### config.mk
export PLATFORM = sky130hd
export DESIGN_NAME = wdg_keyed
export DESIGN_NICKNAME = d
export VERILOG_FILES = /design/src/rtl/wdg_pkg.sv /design/src/rtl/wdg_prescale.sv /design/src/rtl/wdg_ctrl.sv /design/src/rtl/wdg_countdown.sv /design/src/rtl/wdg_keyed.sv
export SDC_FILE = /design/constraint.sdc
export NUM_CORES = 1
export LEC_CHECK = 0
export ABC_CLOCK_PERIOD_IN_PS = 1900
export BUFFER_PORTS_ARGS = -buffer_cell sky130_fd_sc_hd__buf_2
export CAP_MARGIN = 5
export CORE_UTILIZATION = 52
export DETAILED_ROUTE_END_ITERATION = 10
export GPL_TIMING_DRIVEN = 0
export PLACE_DENSITY = 0.77
export RECOVER_POWER = 50
export SYNTH_ARGS = -nofsm -noshare
export SYNTH_HDL_FRONTEND = slang
export SYNTH_SLANG_ARGS = --single-unit
### constraint.sdc
create_clock -name clk_i -period 1.9 [get_ports clk_i]
set_input_delay 0.38 -clock clk_i [delete_from_list [all_inputs] [get_ports clk_i]]
set_output_delay 0.38 -clock clk_i [all_outputs]
set_load 0.02 [all_outputs]
### src/rtl/wdg_pkg.sv
package wdg_pkg;
  localparam logic [5:0] A_FEED  = 6'h00;
  localparam logic [5:0] A_TMO   = 6'h04;
  localparam logic [5:0] A_DIS1  = 6'h08;
  localparam logic [5:0] A_DIS2  = 6'h0C;
  localparam logic [5:0] A_STAT  = 6'h10;
  localparam logic [5:0] A_CNT   = 6'h14;
  localparam logic [5:0] A_DBG   = 6'h18;
  localparam logic [5:0] A_RSM   = 6'h1C;
  localparam logic [5:0] A_EVT   = 6'h20;
  localparam logic [5:0] A_MASK  = 6'h24;
  localparam logic [5:0] A_FORCE = 6'h28;

  localparam logic [15:0] K_FEED    = 16'hFEED;
  localparam logic [15:0] K_DIS1    = 16'h2BAD;
  localparam logic [15:0] K_DIS2    = 16'hCAFE;
  localparam logic [15:0] K_RESUME  = 16'hACED;
  localparam logic [15:0] K_CLEAR   = 16'hE8B4;
  localparam logic [15:0] C_OFF     = 16'hDABE;
  localparam logic [15:0] C_TIMEOUT = 16'hCFE8;
endpackage

### src/rtl/wdg_prescale.sv
module wdg_prescale #(
  parameter int TICK_DIV = 328
) (
  input  logic clk_i,
  input  logic rst_ni,
  input  logic slow_tick_i,
  input  logic run_i,
  output logic unit_o
);
  localparam int DIV_W = (TICK_DIV > 1) ? $clog2(TICK_DIV) : 1;
  localparam logic [DIV_W-1:0] LAST = DIV_W'(TICK_DIV - 1);

  logic [DIV_W-1:0] div_q;

  assign unit_o = slow_tick_i && run_i && (div_q == LAST);

  always_ff @(posedge clk_i or negedge rst_ni) begin
    if (!rst_ni) begin
      div_q <= '0;
    end else if (slow_tick_i && run_i) begin
      div_q <= (div_q == LAST) ? '0 : div_q + 1'b1;
    end
  end
endmodule

### src/rtl/wdg_ctrl.sv
module wdg_ctrl
  import wdg_pkg::*;
#(
  parameter int CNT_W   = 15,
  parameter int DEF_TMO = 6000
) (
  input  logic             clk_i,
  input  logic             rst_ni,
  input  logic             bus_sel_i,
  input  logic             bus_wr_i,
  input  logic [5:0]       bus_addr_i,
  input  logic [15:0]      bus_wdata_i,
  input  logic             expire_i,
  output logic             en_o,
  output logic             tout_o,
  output logic [CNT_W-1:0] tmo_o,
  output logic             mask_o,
  output logic             force_o,
  output logic             keep_o,
  output logic             feed_o,
  output logic             ack_o
);
  logic wr;
  logic armed_q;

  assign wr     = bus_sel_i && bus_wr_i;
  assign feed_o = wr && (bus_addr_i == A_FEED) && (bus_wdata_i == K_FEED);
  assign ack_o  = wr && (bus_addr_i == A_EVT) && bus_wdata_i[0];

  always_ff @(posedge clk_i or negedge rst_ni) begin
    if (!rst_ni) begin
      armed_q <= 1'b0;
      en_o    <= 1'b0;
      tout_o  <= 1'b0;
      tmo_o   <= CNT_W'(DEF_TMO);
      mask_o  <= 1'b0;
      force_o <= 1'b0;
      keep_o  <= 1'b0;
    end else begin
      if (wr) begin
        // only the write directly after the first key keeps the sequence armed
        armed_q <= (bus_addr_i == A_DIS1) && (bus_wdata_i == K_DIS1);
        unique case (bus_addr_i)
          A_TMO:   tmo_o   <= bus_wdata_i[CNT_W-1:0];
          A_DIS2:  if (armed_q && bus_wdata_i == K_DIS2) en_o <= 1'b0;
          A_RSM:   if (bus_wdata_i == K_RESUME) en_o <= 1'b1;
          A_MASK:  mask_o  <= bus_wdata_i[0];
          A_FORCE: force_o <= bus_wdata_i[0];
          A_DBG:   keep_o  <= bus_wdata_i[0];
          default: ;
        endcase
      end
      // expiry takes priority over a clear in the same cycle
      if (expire_i) begin
        tout_o <= 1'b1;
      end else if (wr && bus_addr_i == A_STAT && bus_wdata_i == K_CLEAR) begin
        tout_o <= 1'b0;
      end
    end
  end

  p_disable_keyed_r5: assert property (@(posedge clk_i) disable iff (!rst_ni)
    $fell(en_o) |-> $past(armed_q));
endmodule

### src/rtl/wdg_countdown.sv
module wdg_countdown #(
  parameter int CNT_W   = 15,
  parameter int DEF_TMO = 6000
) (
  input  logic             clk_i,
  input  logic             rst_ni,
  input  logic             unit_i,
  input  logic             feed_i,
  input  logic             ack_i,
  input  logic             force_i,
  input  logic [CNT_W-1:0] tmo_i,
  output logic [CNT_W-1:0] cnt_o,
  output logic             busy_o,
  output logic             evt_o,
  output logic             expire_o,
  output logic             sys_rst_o
);
  localparam logic [CNT_W-1:0] ONE = CNT_W'(1);
  localparam logic [CNT_W-1:0] TWO = CNT_W'(2);

  logic [CNT_W-1:0] view_q;
  logic             step;

  assign step     = unit_i && !feed_i;
  assign expire_o = step && (cnt_o <= ONE);
  assign busy_o   = (view_q != cnt_o);

  always_ff @(posedge clk_i or negedge rst_ni) begin
    if (!rst_ni) begin
      cnt_o     <= CNT_W'(DEF_TMO);
      view_q    <= CNT_W'(DEF_TMO);
      evt_o     <= 1'b0;
      sys_rst_o <= 1'b0;
    end else begin
      view_q    <= cnt_o;
      sys_rst_o <= expire_o;
      if (feed_i || expire_o) begin
        cnt_o <= tmo_i;
      end else if (step) begin
        cnt_o <= cnt_o - 1'b1;
      end
      if (force_i) begin
        evt_o <= 1'b1;
      end else if (ack_i || expire_o) begin
        evt_o <= 1'b0;
      end else if (step && cnt_o == TWO) begin
        evt_o <= 1'b1;
      end
    end
  end

  p_event_cause_r10: assert property (@(posedge clk_i) disable iff (!rst_ni)
    $rose(evt_o) |-> ($past(force_i) || $past(cnt_o) == TWO));
endmodule

### src/rtl/wdg_keyed.sv
module wdg_keyed
  import wdg_pkg::*;
#(
  parameter int CNT_W    = 15,
  parameter int TICK_DIV = 328,
  parameter int DEF_TMO  = 6000
) (
  input  logic        clk_i,
  input  logic        rst_ni,
  input  logic        slow_tick_i,
  input  logic        dbg_mode_i,
  input  logic        bus_sel_i,
  input  logic        bus_wr_i,
  input  logic [5:0]  bus_addr_i,
  input  logic [15:0] bus_wdata_i,
  output logic [15:0] bus_rdata_o,
  output logic        irq_o,
  output logic        sys_rst_o
);
  logic             en, tout, mask, frc, keep, feed, ack;
  logic             run, unit, busy, evt, expire;
  logic [CNT_W-1:0] tmo, cnt;

  assign run   = en && (!dbg_mode_i || keep);
  assign irq_o = evt && mask;

  wdg_prescale #(.TICK_DIV(TICK_DIV)) u_pre (
    .clk_i(clk_i), .rst_ni(rst_ni), .slow_tick_i(slow_tick_i),
    .run_i(run), .unit_o(unit)
  );

  wdg_ctrl #(.CNT_W(CNT_W), .DEF_TMO(DEF_TMO)) u_ctrl (
    .clk_i(clk_i), .rst_ni(rst_ni), .bus_sel_i(bus_sel_i), .bus_wr_i(bus_wr_i),
    .bus_addr_i(bus_addr_i), .bus_wdata_i(bus_wdata_i), .expire_i(expire),
    .en_o(en), .tout_o(tout), .tmo_o(tmo), .mask_o(mask), .force_o(frc),
    .keep_o(keep), .feed_o(feed), .ack_o(ack)
  );

  wdg_countdown #(.CNT_W(CNT_W), .DEF_TMO(DEF_TMO)) u_cnt (
    .clk_i(clk_i), .rst_ni(rst_ni), .unit_i(unit), .feed_i(feed), .ack_i(ack),
    .force_i(frc), .tmo_i(tmo), .cnt_o(cnt), .busy_o(busy), .evt_o(evt),
    .expire_o(expire), .sys_rst_o(sys_rst_o)
  );

  always_comb begin
    unique case (bus_addr_i)
      A_TMO:   bus_rdata_o = 16'(tmo);
      A_DIS2:  bus_rdata_o = en ? 16'h0000 : C_OFF;
      A_STAT:  bus_rdata_o = tout ? C_TIMEOUT : 16'h0000;
      A_CNT:   bus_rdata_o = 16'(cnt) | (busy ? 16'h8000 : 16'h0000);
      A_DBG:   bus_rdata_o = {14'b0, dbg_mode_i, keep};
      A_EVT:   bus_rdata_o = {15'b0, evt};
      A_MASK:  bus_rdata_o = {15'b0, mask};
      A_FORCE: bus_rdata_o = {15'b0, frc};
      default: bus_rdata_o = 16'h0000;
    endcase
  end

  p_halt_frozen_r4: assert property (@(posedge clk_i) disable iff (!rst_ni)
    (!run && !feed) |=> $stable(cnt));
  p_pulse_status_r7: assert property (@(posedge clk_i) disable iff (!rst_ni)
    sys_rst_o |-> tout);
  p_pulse_reload_r7: assert property (@(posedge clk_i) disable iff (!rst_ni)
    sys_rst_o |-> (cnt == $past(tmo)));
endmodule

==> impl_metrics.json <==
{
  "root_buffer": "clkbuf_8",
  "startpoint_type": "flip-flop",
  "io_buffer_count": 45,
  "final_cells": 503,
  "max_clock_freq_mhz": 447,
  "layout-drive-gt1-share": 0.376,
  "core_region_area_sq_um": 6490,
  "synth_seq_cells": 62,
  "slew_headroom": 0.502,
  "setup_ws_ns": -0.339,
  "yosysSeqAreaShare": 0.441,
  "finalHoldViolations": 0,
  "wl_met3_um": 575,
  "synth_top_area_frac": 0.287,
  "startpoint": "u_cnt.cnt_o[2]",
  "overflow": 0,
  "irDropWorstVdd_mv": 0.438,
  "finClkSkew_ns": 0.00634,
  "routed_wl_mm": 9.45,
  "setup_tns_ns": -6.33,
  "track_usage": 0.280,
  "status": "finished with violations",
  "final_area_sq_um": 4500,
  "dpl.hpwl_mm": 6.70,
  "path_clk_slew_ns": 0.07,
  "first_pass_iters": 6,
  "hold_class": "in2async",
  "drv_cap": 0,
  "async_flop_share": 1.00,
  "syn_nets": 381,
  "post-route-period-util": 1.18,
  "cts_tree": "done",
  "synth-main-ff-cell": "dfrtp_1",
  "dpl_cell_area_sq_um": 3940,
  "start_util": 0.551,
  "synth-edff-count": 0,
  "ioPinCount": 46,
  "antenna_found_initial": 0,
  "p_leak_nw": 2.08,
  "cts_buffers": 9,
  "final_max_slew_viol_count": 0,
  "die_w_um": 85.0,
  "first_global_vias": 3099,
  "synth_cell_types": 62,
  "grt_start_max_net_pins": 63,
  "hold_buffers": 0,
  "rsz0062_at_grt": "yes",
  "top_layer": "met4",
  "wl_met2_mm": 4.48,
  "ant_nets": 0,
  "grt_pass1_wl_mm": 15.5,
  "num_vias": 3217,
  "powerDensity_nw_per_um2": 582,
  "wl_met1_mm": 4.07,
  "crit_fanout": 10,
  "synth.top_cells.by_area": "dfrtp_1, dfstp_2, mux2_2",
  "wl_per_cell_um": 18.8,
  "dpl.cell_count": 471,
  "clk_path_buf_depth": 2,
  "fp-row-count": 29,
  "ys_warn_count": 0,
  "crit_arrival_ns": 1.86,
  "synthCells": 349,
  "htreeDepth": 3,
  "setup-violations-final": 34,
  "synth_most_common_cell": "dfrtp_1",
  "synthTopCellsByCount": "dfrtp_1, nor2_1, dfstp_2",
  "worst_slew_pin_slew_ns": 0.747,
  "violations": "negative setup slack",
  "r2r-start": "u_cnt.cnt_o[3]",
  "worst_setup_path_end_kind": "primary output",
  "min_period_ns": 2.24,
  "die_h_um": 85.0,
  "drc": 0,
  "cts.sinks": 62,
  "drt_iter0_drc": 326,
  "final_nets": 453,
  "netlist_area_sq_um": 3580,
  "fillers": 482,
  "areaGrowthSynthToFinish_pct": 25.8,
  "dieArea_sq_um": 7220,
  "drt-vias-per-instance": 6.40,
  "path_class": "reg2out",
  "place_congestion": 0.893,
  "syn-mean-instance-area_sq_um": 10.3,
  "yosysTopAreaCell": "dfrtp_1",
  "crit_required_ns": 1.52,
  "insertion_delay_ns": 0.34,
  "antenna_cells": 0
}
[kinds of logic (layout without fill, tap and decap cells)]
| kind of cell | count (synthesis) | in the layout | share of synthesized area |
|---|---|---|---|
| AND/OR/NAND/NOR | 135 | 135 | 0.223 |
| buffers and inverters | 31 | 108 | 0.0416 |
| flip-flops | 62 | 62 | 0.441 |
| adder cells (fa/ha/maj) | 4 | 4 | 0.0140 |
| XOR/XNOR | 22 | 22 | 0.0538 |
| multiplexers | 21 | 21 | 0.0650 |
| AO/OA/AOI/OAI | 74 | 74 | 0.162 |
[what timing repair did]
action                     4_1_cts  5_1_grt
gates resized for setup         62       16
pin swaps                       22        2
buffers inserted                15        3
cloned                           1        0
setup endpoints to repair       34       44
[routing by layer]
layer / global-route usage / vias up
met5: 0 / -
met4: 0.139 / 0
met3: 0.0516 / 40
met2: 0.444 / 166
met1: 0.370 / 1556
li1: - / 1455
[cells in the final DEF, fill, tap and decap left out, types with 8 or more instances in the layout]
cell	count
xor2_1	19
buf_4	19
buf_2	31
nand4_1	9
nor3_1	9
dfstp_2	19
nand3_1	12
inv_1	8
buf_6	23
nand2_1	18
nor2_1	22
dfrtp_1	40
clkbuf_8	13
mux2_2	18
a221o_1	12
[area by class of cell]
type | count | area, sq um | share of cell area
plain buffers | 20 | 168 | 0.0372
clock buffers | 15 | 166 | 0.0370
clock inverters | 1 | 5.00 | 0.00111
inverters | 9 | 33.8 | 0.00750
multi-input cells | 256 | 1960 | 0.434
flip-flops and latches | 62 | 1580 | 0.351
well taps | 77 | 96.3 | 0.0214
repair buffers | 63 | 499 | 0.111
[path summary, 6_finish.rpt]
path	to	slack [ns]	cells after the start
max	bus_rdata_o[15]	-0.34	6
max in group asynchronous	u_cnt.cnt_o[0]	1.27	1
max reg2reg	u_cnt.cnt_o[11]	-0.33	8
min in group clk_i	u_ctrl.tmo_o[14]	0.30	2
min	u_ctrl.mask_o	0.11	1
min reg2reg	u_cnt.view_q[4]	0.37	0
[where the power goes]
| part | internal (W) | switching (W) | total [W] |
|---|---|---|---|
| combinational | 0.0000903 | 0.000108 | 0.000198 |
| sequential | 0.00137 | 0.0000385 | 0.00141 |
| clock | 0.000545 | 0.000471 | 0.00102 |
| total | 0.00200 | 0.000617 | 0.00262 |
[stage by stage]
step                hold slack (ns)  setup WS, ns  utilization  power [W]
floorplan                    0.0844      0.000486            -    0.00150
global placement              0.353        -0.441        0.607    0.00160
detailed placement            0.356        -0.515        0.607    0.00161
CTS                           0.295        -0.376        0.683    0.00263
global route                  0.172        -0.451        0.693    0.00272
finish                        0.106        -0.339        0.693    0.00262
[critical path, cell delays in order, from the launching register on]
cell and delay, ns:
dfrtp_1 0.38, clkbuf_4 0.19, xor2_1 0.17, nor4_1 0.27
nand4_1 0.18, a21o_1 0.20, buf_6 0.12
[flip-flops by register name (all words and copies together), names as in the netlist]
register,flops
u_cnt.cnt_o,15
u_cnt.view_q,15
u_ctrl.tmo_o,15
u_pre.div_q,9
u_cnt.evt_o,1
u_cnt.sys_rst_o,1
u_ctrl.armed_q,1
u_ctrl.en_o,1
u_ctrl.force_o,1
u_ctrl.keep_o,1
u_ctrl.mask_o,1
u_ctrl.tout_o,1
(Power assumes the default switching activity.)
